`src/rtl/flash_toggle_status.sv`:
```
module flash_toggle_status #(
  parameter int ADDR_W  = 8,
  parameter int SECTORS = 4
) (
  input  logic               clk,
  input  logic               rst_n,
  input  logic               oe_rd,
  input  logic               ce_rd,
  input  logic [ADDR_W-1:0]  rd_addr,
  input  logic               op_start,
  input  logic               op_erase,
  input  logic [SECTORS-1:0] sect_sel,
  input  logic               op_done,
  input  logic               susp_req,
  input  logic               resume_req,
  output logic [7:0]         status
);
  localparam int SEC_W = $clog2(SECTORS);

  typedef enum logic [2:0] {
    PH_IDLE  = 3'd0,
    PH_PROG  = 3'd1,
    PH_ERASE = 3'd2,
    PH_SUSP  = 3'd3,
    PH_SPROG = 3'd4
  } phase_t;

  phase_t             mode;
  logic [SECTORS-1:0] erase_mask;
  logic               tog6, tog2;

  wire             rd_any  = oe_rd | ce_rd;
  wire [SEC_W-1:0] sector  = rd_addr[ADDR_W-1 -: SEC_W];
  wire             hit     = erase_mask[sector];
  wire             active  = (mode == PH_PROG) || (mode == PH_ERASE) || (mode == PH_SPROG);
  wire             accept  = op_start && ((mode == PH_IDLE) || (mode == PH_SUSP && !op_erase));

  always_ff @(posedge clk) begin
    if (!rst_n) begin
      mode       <= PH_IDLE;
      erase_mask <= '0;
      tog6       <= 1'b0;
      tog2       <= 1'b0;
    end else if (accept) begin
      tog6 <= 1'b0;
      tog2 <= 1'b0;
      if (mode == PH_SUSP) begin
        mode <= PH_SPROG;
      end else if (op_erase) begin
        mode       <= PH_ERASE;
        erase_mask <= sect_sel;
      end else begin
        mode <= PH_PROG;
      end
    end else begin
      if (rd_any && active) tog6 <= ~tog6;
      if (rd_any && hit)    tog2 <= ~tog2;
      case (mode)
        PH_PROG:  if (op_done) mode <= PH_IDLE;
        PH_ERASE: begin
          if (op_done) begin
            mode       <= PH_IDLE;
            erase_mask <= '0;
          end else if (susp_req) begin
            mode <= PH_SUSP;
          end
        end
        PH_SUSP:  if (resume_req) mode <= PH_ERASE;
        PH_SPROG: if (op_done) mode <= PH_SUSP;
        default:  mode <= PH_IDLE;
      endcase
    end
  end

  assign status = {1'b0, tog6, 3'b000, tog2, 2'b00};
endmodule


```
`config.mk`:
```
export PLATFORM = sky130hd
export DESIGN_NAME = flash_toggle_status
export DESIGN_NICKNAME = d
export VERILOG_FILES = /design/src/rtl/flash_toggle_status.sv
export SDC_FILE = /design/constraint.sdc
export NUM_CORES = 1
export LEC_CHECK = 0
export BUFFER_PORTS_ARGS = -buffer_cell sky130_fd_sc_hd__buf_2
export CORE_UTILIZATION = 38
export DETAILED_ROUTE_END_ITERATION = 8
export PLACE_DENSITY = 0.72
export SLEW_MARGIN = 20
export SYNTH_ARGS = -nofsm -noshare
export SYNTH_HDL_FRONTEND = slang
export SYNTH_SLANG_ARGS = --single-unit
```
`constraint.sdc`:
```
create_clock -name clk -period 1.3 [get_ports clk]
set_clock_uncertainty 0.2 [all_clocks]
set_input_delay 0.195 -clock clk [delete_from_list [all_inputs] [get_ports clk]]
set_output_delay 0.195 -clock clk [all_outputs]
set_load 0.01 [all_outputs]
```
; Yosys cells after proc, flatten, opt, wreduce, memory -nomap -nowiden
; Index checks and enable logic that the tools add are counted.
[totals]
regBits = 9
latch_bits = 0
ramBits = 0
romBits = 0
inputBits = 21
out_inout_bits = 8
word_cells = 49
memories = 0
[op_classes]
addsub = 0
mul = 0
div = 0
magnitude_cmp = 1
eq_ne = 10
n_shift = 0
muxes = 16
n_bitwise = 4
reduce_logical = 14
[op_table]
columns = operator, count
row1 = $mux 3, 7
row2 = $mux 4, 5
row3 = $pmux 3 s4, 1
row4 = $ne 3x3->1 const B, 3
row5 = $reduce_and 4->1, 2
row6 = $eq 3x2->1 const B, 2
row7 = $logic_and 1x1->1, 4
row8 = $ne 2x2->1 const B, 2
row9 = $ne 4x4->1 const B, 1
row10 = $reduce_bool 2->1, 2
row11 = $eq 3x1->1 const B, 1
row12 = $eq 3x3->1 const B, 1
row13 = $logic_not 3->1, 1
row14 = $logic_or 1x1->1, 3
row15 = $lt 2x3->1 const B, 1
row16 = $not 1->1, 3
row17 = $bmux 1 s2, 1
row18 = $mux 2, 1
row19 = $reduce_or 2->1, 1
row20 = $logic_not 1->1, 1
row21 = $mux 1, 1
row22 = $or 1x1->1, 1

; Logic depth before layout (Yosys ltp)
; Gate-level depths: netlist (run 1).
[depth]
word_depth = 6
ltp_mapped = 5

; Worst setup path before layout (run 1)
; Ideal clock, no wire load.
[synth_timing]
kind = flip-flop to flip-flop
from = register erase_mask[3]
to = register tog2
setup_ns = 0.122
arrival_time_ns = 1.002
slack_ns = -0.025
path_stages_with_launch = 5
path_cell_list = dfxtp_1 -> mux4_2 -> o21ai_2 -> xor2_1 -> nor2_1
[synth_between]
elab_chain_len = 3
[synth_rtl]
columns = item, line_no
row1 = start: declaration, 29  ; logic [SECTORS-1:0] erase_mask;
row2 = start signal: assignment, 51  ; erase_mask <= sect_sel;
row3 = $bmux 1 s2, 34  ; wire hit = erase_mask[sector];
row4 = $mux 1 (implied by the code), 34
row5 = $logic_and 1x1->1, 57  ; if (rd_any && hit) tog2 <= ~tog2;
row6 = end signal: assignment, 57
row7 = end: declaration, 30  ; logic tog6, tog2;
; Every way passes these cells. The select of a mux whose other input is x is not followed.
; A chain may end at the register's enable or synchronous reset.

; Worst setup path in the final report (run 1)
; Same ends and word-level chain as after synthesis.

==> metrics.log, run 1 <==
[metrics] commonest non-fill, non-tap cell in the layout: buf_2
[metrics] first-pass GRT wire length: approximately 2100 um
[metrics] initial drt markers: 6
[metrics] required time reported for the critical path endpoint: between 1000 and 1500 ps
[metrics] overall routed net length: 1460 um
[metrics] vias after detailed routing: about 580
[metrics] placed wire-length estimate: 1040 um
[metrics] Period Utilization, post-route: 1.06
[metrics] count of pins over their slew limit: 0
[metrics] crit-path max FO: 2
[metrics] vias in the first global route: 517
[metrics] area occupied by registers: 190 sq um
[metrics] Layout Cell Area excl Fill: 890 sq um
[metrics] Synth Area per Inst: around 8.6 sq um
[metrics] cells after synthesis: 66
[metrics] number of diodes: 0
[metrics] share of the core filled with cells: 0.659
[metrics] Post-Place Cell Area: 747 sq um
[metrics] maximum VDD drop: around 0.56 mV
[metrics] cell taking the most area after synthesis: dfxtp_1
[metrics] data arrival time of the critical path: about 1300 ps
[metrics] Clock transition at path regs: 60 ps
[metrics] minimum clock period after layout: 1370 ps
[metrics] global route overflow: 0
[metrics] Max Cap Violations: 0
[metrics] area of the mapped netlist: approximately 570 sq um
[metrics] worst setup path category: reg2reg
[metrics] Total Nets Final: 123
[metrics] number of H-tree branching levels: 1
[metrics] leak pwr: 0.403 nW
[metrics] horizontal die dimension: 40.6 um
[metrics] CTS Buf Count: 3
[metrics] Worst Hold Margin: 57.4 ps
[metrics] DR pass1 iterations: 3
[metrics] number of clock sinks seen by CTS: 9
[metrics] Hold/Removal Path Class: in2reg
[metrics] ratio of routed vias to standard cells: around 5
[metrics] number of fill cells in the layout: 113
[metrics] RSZ-0062 raised after global routing: yes
[metrics] peak per-stage delay on the critical path: 480 ps
[metrics] #FFs+latches synth: 9
[metrics] die extent in y: around 41 um
[metrics] R2R cell count: 4
[metrics] Seq/Total Area, Yosys: 0.319
[metrics] ranking of synthesized cells by area: dfxtp_1 (32%), buf_4 (12%), a22o_1 (6.2%), nor2_1 (4.6%), xor2_1 (4.6%)
[metrics] violations in the final reports: setup timing
[metrics] Core Rows: 13
[metrics] Routed WL per cell: 12.5 um
[metrics] final critical-path setup slack: -72.4 ps
[metrics] I/O Pins: 29
[metrics] remaining antenna violation count: 0
[metrics] area added between synthesis and finish: 57.3%
[metrics] Critical Path, Cell by Cell: mux4_2 > o21ai_2 > xor2_1 > nor2_1
[metrics] Peak Freq: 0.729 GHz
[metrics] die footprint: between 1500 and 2000 sq um
[metrics] maximum number of pins on one net before global-route repair: 10
[metrics] proportion of netlist area held by the largest area contributor: 0.319
[metrics] number of port buffers: 16
[metrics] starting density of the core: 0.419
[metrics] setup TNS: -188 ps
[metrics] cell with the biggest individual delay on the critical path: mux4_2
[metrics] CP startpoint kind: register
[metrics] most frequent cells in the layout: buf_2 (16), buf_4 (13), conb_1 (6)
[metrics] status: finished with violations
[metrics] placer congestion estimate: 0.784
[metrics] master cell of the clock root buffer: clkbuf_4
[metrics] final setup violation count: 3
[metrics] Core ar.: roughly 1400 sq um
[metrics] Yosys warning count: 0
[metrics] number of design rule violations left after detail routing: 0
[metrics] overall global routing resource usage: 0.203
[metrics] worst skew pair latency: 260 ps
[metrics] final hold violation count: 0
[metrics] number of antenna violations at the first check in global routing: 0
[metrics] share of final-layout standard cells stronger than drive strength 1: 0.535
[metrics] CTS tree: done
[metrics] kind of end point of the critical path: register
[metrics] hold depth: 3
[metrics] number of distinct library cell variants in the gate-level netlist after synthesis: 30
[metrics] DP Worst Slack: -85.6 ps
[metrics] multi-input gate area in the final layout: just under 400 sq um
[metrics] number of buffers between clock root and the deepest sink: 2
[metrics] power per cell area: 837 nW/um^2
## cell type report
cell class / count / share of cell area
multi-input cells: 49 / 0.432
repair buffers: 37 / 0.295
flip-flops and latches: 9 / 0.214
clock buffers: 4 / 0.0295
well taps: 15 / 0.0211
inverters: 2 / 0.00844
## critical path: cells and delay by family, from the launching register on
kind	cells	cell delay, ps
muxes	1	480
DFF	1	320
AOI/OAI and AO/OA	1	80
and+or+nand+nor	1	50
xor gates and xnor gates	1	150
## repair_timing
action	in CTS	in global routing
hold buffers	4	0
buffers inserted	0	0
pin swaps	5	5
gates resized for setup	11	12
endpoints found under the setup margin	9	9
endpoints found under the hold margin	4	0
## final timing paths
| kind | startpoint | to | slack (ps) |
|---|---|---|---|
| setup / recovery | erase_mask[3] | tog2 | -70 |
| hold / removal | rst_n | mode[1] | 60 |
| setup reg to reg | erase_mask[3] | tog2 | -70 |
| hold reg to reg | erase_mask[3] | erase_mask[3] | 310 |
## per-stage QoR
stage	std cells	power [W]
2_1_floorplan	71	0.000420
3_3_place_gp	109	0.000487
3_5_place_dp	109	0.000493
4_1_cts	116	0.000730
5_1_grt	116	0.000788
6_report	116	0.000745
## flip-flops by register name, summed over array words and instances (netlist names)
register,count
tog2,1
tog6,1
mode,3
erase_mask,4
## per-layer routing
metal	wire length, um	GRT usage
met3	51	0.0667
met4	16	0.0500
met2	793	0.377
met5	0	0
met1	594	0.215
## report_power, final
group | internal, W | leakage, nW | switching (W) | total (W)
Sequential | 0.000291 | 0.0757 | 0.0000191 | 0.000311
Clock | 0.000118 | 0.0150 | 0.0000978 | 0.000216
Combinational | 0.000121 | 0.313 | 0.0000966 | 0.000218
Total | 0.000531 | 0.403 | 0.000214 | 0.000745
## Yosys cell counts
cell / number
buf_4: 9
dfxtp_1: 9
nor2_1: 7
a22o_1: 4
nand2_1: 4
nand3b_1: 3
xor2_1: 3
a21oi_1: 2
buf_2: 2
nand2b_1: 2
o21ai_1: 2
a21o_1: 1
a2bb2oi_1: 1
a31oi_1: 1
a32oi_1: 1
and3b_1: 1
conb_1: 1
inv_1: 1
inv_2: 1
mux2i_1: 1
mux4_2: 1
nand3_1: 1
nor2_2: 1
nor3_1: 1
o21ai_0: 1
o21ai_2: 1
o221ai_1: 1
o22a_1: 1
o32a_1: 1
o32ai_1: 1
## cells by family after synthesis
family	Yosys count	share of synthesized area
AND/OR/NAND/NOR	20	0.179
other	1	0.00663
buffers and inverters	13	0.150
XOR/XNOR	3	0.0465
AO/OA/AOI/OAI	18	0.241
multiplexers	2	0.0575
flip-flops	9	0.319
(Power assumes the default switching activity.)
==> run 2: changes to the inputs <==
clock period = 1.18 ns   (was 1.3 ns; I/O delays follow)
==> metrics.log, run 2 (synthesized netlist as in run 1, its figures left out) <==
[metrics] number of fill cells in the layout: 99 (was 113)
[metrics] Peak Freq: 0.719 GHz (was 0.729 GHz)
[metrics] leak pwr: 0.405 nW (was 0.403 nW)
[metrics] maximum VDD drop: 0.427 mV (was 0.565 mV)
[metrics] horizontal die dimension: 40.6 um (unchanged)
[metrics] number of antenna violations at the first check in global routing: 0 (unchanged)
[metrics] Core ar.: 1350 sq um (unchanged)
[metrics] Worst Hold Margin: 37.0 ps (was 57.4 ps)
[metrics] Max Cap Violations: 0 (unchanged)
[metrics] share of final-layout standard cells stronger than drive strength 1: 0.545 (was 0.535)
[metrics] global route overflow: 0 (unchanged)
[metrics] Layout Cell Area excl Fill: 925 sq um (was 890 sq um)
[metrics] minimum clock period after layout: 1390 ps (was 1370 ps)
[metrics] worst skew pair latency: 260 ps (about the same)
[metrics] most frequent cells in the layout: buf_2 (16), buf_4 (7), buf_6 (7) (was buf_2 (16), buf_4 (13), conb_1 (6))
[metrics] status: finished with violations (unchanged)
[metrics] DR pass1 iterations: 4 (was 3)
[metrics] number of clock sinks seen by CTS: 9 (unchanged)
[metrics] GRT busiest layer: met2 (unchanged)
[metrics] Largest Register: erase_mask (unchanged)
[metrics] count of pins over their slew limit: 0 (unchanged)
[metrics] final setup violation count: 9 (was 3)
[metrics] biggest registers after layout: erase_mask x4, mode x3 (unchanged)
[metrics] routing usage on met1: 0.266 (was 0.215)
[metrics] final critical-path setup slack: -210 ps (was -72.4 ps)
[metrics] vias in the first global route: 510 (was 517)
[metrics] crit-path max FO: 2 (unchanged)
[metrics] required time reported for the critical path endpoint: 1140 ps (was 1260 ps)
[metrics] overall global routing resource usage: 0.221 (was 0.203)
[metrics] number of buffers between clock root and the deepest sink: 2 (unchanged)
[metrics] Total Nets Final: 121 (was 123)
[metrics] Routed WL per cell: 13.5 um (was 12.5 um)
[metrics] Clock transition at path regs: 70 ps (was 60 ps)
[metrics] GR met2 Demand/Resource: 0.345 (was 0.377)
[metrics] master cell of the clock root buffer: clkbuf_4 (unchanged)
[metrics] Hold/Removal Path Class: in2reg (unchanged)
[metrics] initial drt markers: 14 (was 6)
[metrics] placer congestion estimate: 0.866 (was 0.784)
[metrics] Core Rows: 13 (unchanged)
[metrics] kind of end point of the critical path: register (unchanged)
[metrics] ratio of routed vias to standard cells: 5.04 (was 4.98)
[metrics] placed wire-length estimate: 934 um (was 1040 um)
[metrics] data arrival time of the critical path: 1350 ps (was 1330 ps)
[metrics] Period Utilization, post-route: 1.18 (was 1.06)
[metrics] maximum number of pins on one net before global-route repair: 8 (was 10)
[metrics] RSZ-0062 raised after global routing: yes (unchanged)
[metrics] number of design rule violations left after detail routing: 0 (unchanged)
[metrics] DP Worst Slack: -190 ps (was -85.6 ps)
[metrics] number of port buffers: 16 (unchanged)
[metrics] commonest non-fill, non-tap cell in the layout: buf_2 (unchanged)
[metrics] number of diodes: 0 (unchanged)
[metrics] Post-Place Cell Area: 739 sq um (was 747 sq um)
[metrics] worst setup path category: reg2reg (unchanged)
[metrics] area added between synthesis and finish: 63.5% (was 57.3%)
[metrics] power per cell area: 909 nW/um^2 (was 837 nW/um^2)
[metrics] first-pass GRT wire length: 2230 um (was 2150 um)
[metrics] die extent in y: 40.6 um (unchanged)
[metrics] vias after detailed routing: 574 (was 578)
[metrics] multi-input gate area in the final layout: 405 sq um (was 384 sq um)
[metrics] CP startpoint kind: register (unchanged)
[metrics] remaining antenna violation count: 0 (unchanged)
[metrics] violations in the final reports: setup timing (unchanged)
[metrics] number of H-tree branching levels: 1 (unchanged)
[metrics] CTS Buf Count: 3 (unchanged)
[metrics] area occupied by registers: 193 sq um (was 190 sq um)
[metrics] flip-flop count of the largest register after layout: 4 (unchanged)
[metrics] overall routed net length: 1540 um (was 1460 um)
[metrics] die footprint: 1650 sq um (unchanged)
[metrics] I/O Pins: 29 (unchanged)
[metrics] final hold violation count: 0 (unchanged)
[metrics] starting density of the core: 0.419 (unchanged)
[metrics] CTS tree: done (unchanged)
[metrics] met3 Use GR: 0.0667 (unchanged)
==> run 2: worst paths after layout <==
path	startpoint	end	slack, ps	cells past startpoint
setup / recovery	erase_mask[3]	tog2	-210	4
setup reg to reg	erase_mask[3]	tog2	-210	4
hold / removal	op_done	mode[1]	40	3
hold reg to reg	erase_mask[3]	erase_mask[3]	290	1
==> run 2: area by class of cell <==
class                      instances  area share
multi-input combinational         49       0.438
timing repair buffer              35       0.294
sequential                         9       0.208
clock buffer                       4      0.0284
tap                               15      0.0203
inverter                           2      0.0108
==> run 2: critical path, stage by stage (launching register included) <==
cell and delay, ps:
dfxtp_2 320, mux4_2 480, o21ai_2 80, xor2_1 160, nor2_1 50
==> run 2: power breakdown <==
part | total [W] | switching [W] | internal (W)
Sequential | 0.000340 | 0.0000206 | 0.000320
Combinational | 0.000255 | 0.000119 | 0.000137
Clock | 0.000244 | 0.000114 | 0.000131
==> run 2: layer usage <==
metal | routed length (um) | vias to the layer above | part of all wire
met5 | 0 | - | 0
met4 | 34 | 0 | 0.022
met3 | 43 | 4 | 0.028
met2 | 763 | 19 | 0.50
met1 | 694 | 262 | 0.45
li1 | - | 289 | -
==> run 2: repair_timing <==
item / in CTS / in global routing
hold endpoints to repair: 4 / 0
cloned: 0 / 0
resized for setup: 21 / 3
setup buffers: 5 / 0
setup endpoints to repair: 9 / 9
pin swaps: 13 / 4
hold buffers: 4 / 0
==> run 2: through the flow <==
stage               power (W)  std cells   util  setup TNS, ps
CTS                  0.000829        114  0.678          -1010
global placement     0.000530        101  0.548          -1310
floorplan            0.000483         71      -           -257
global route         0.000889        114  0.685          -1600
detailed placement   0.000534        101  0.548          -1330
finish               0.000840        114  0.685          -1210
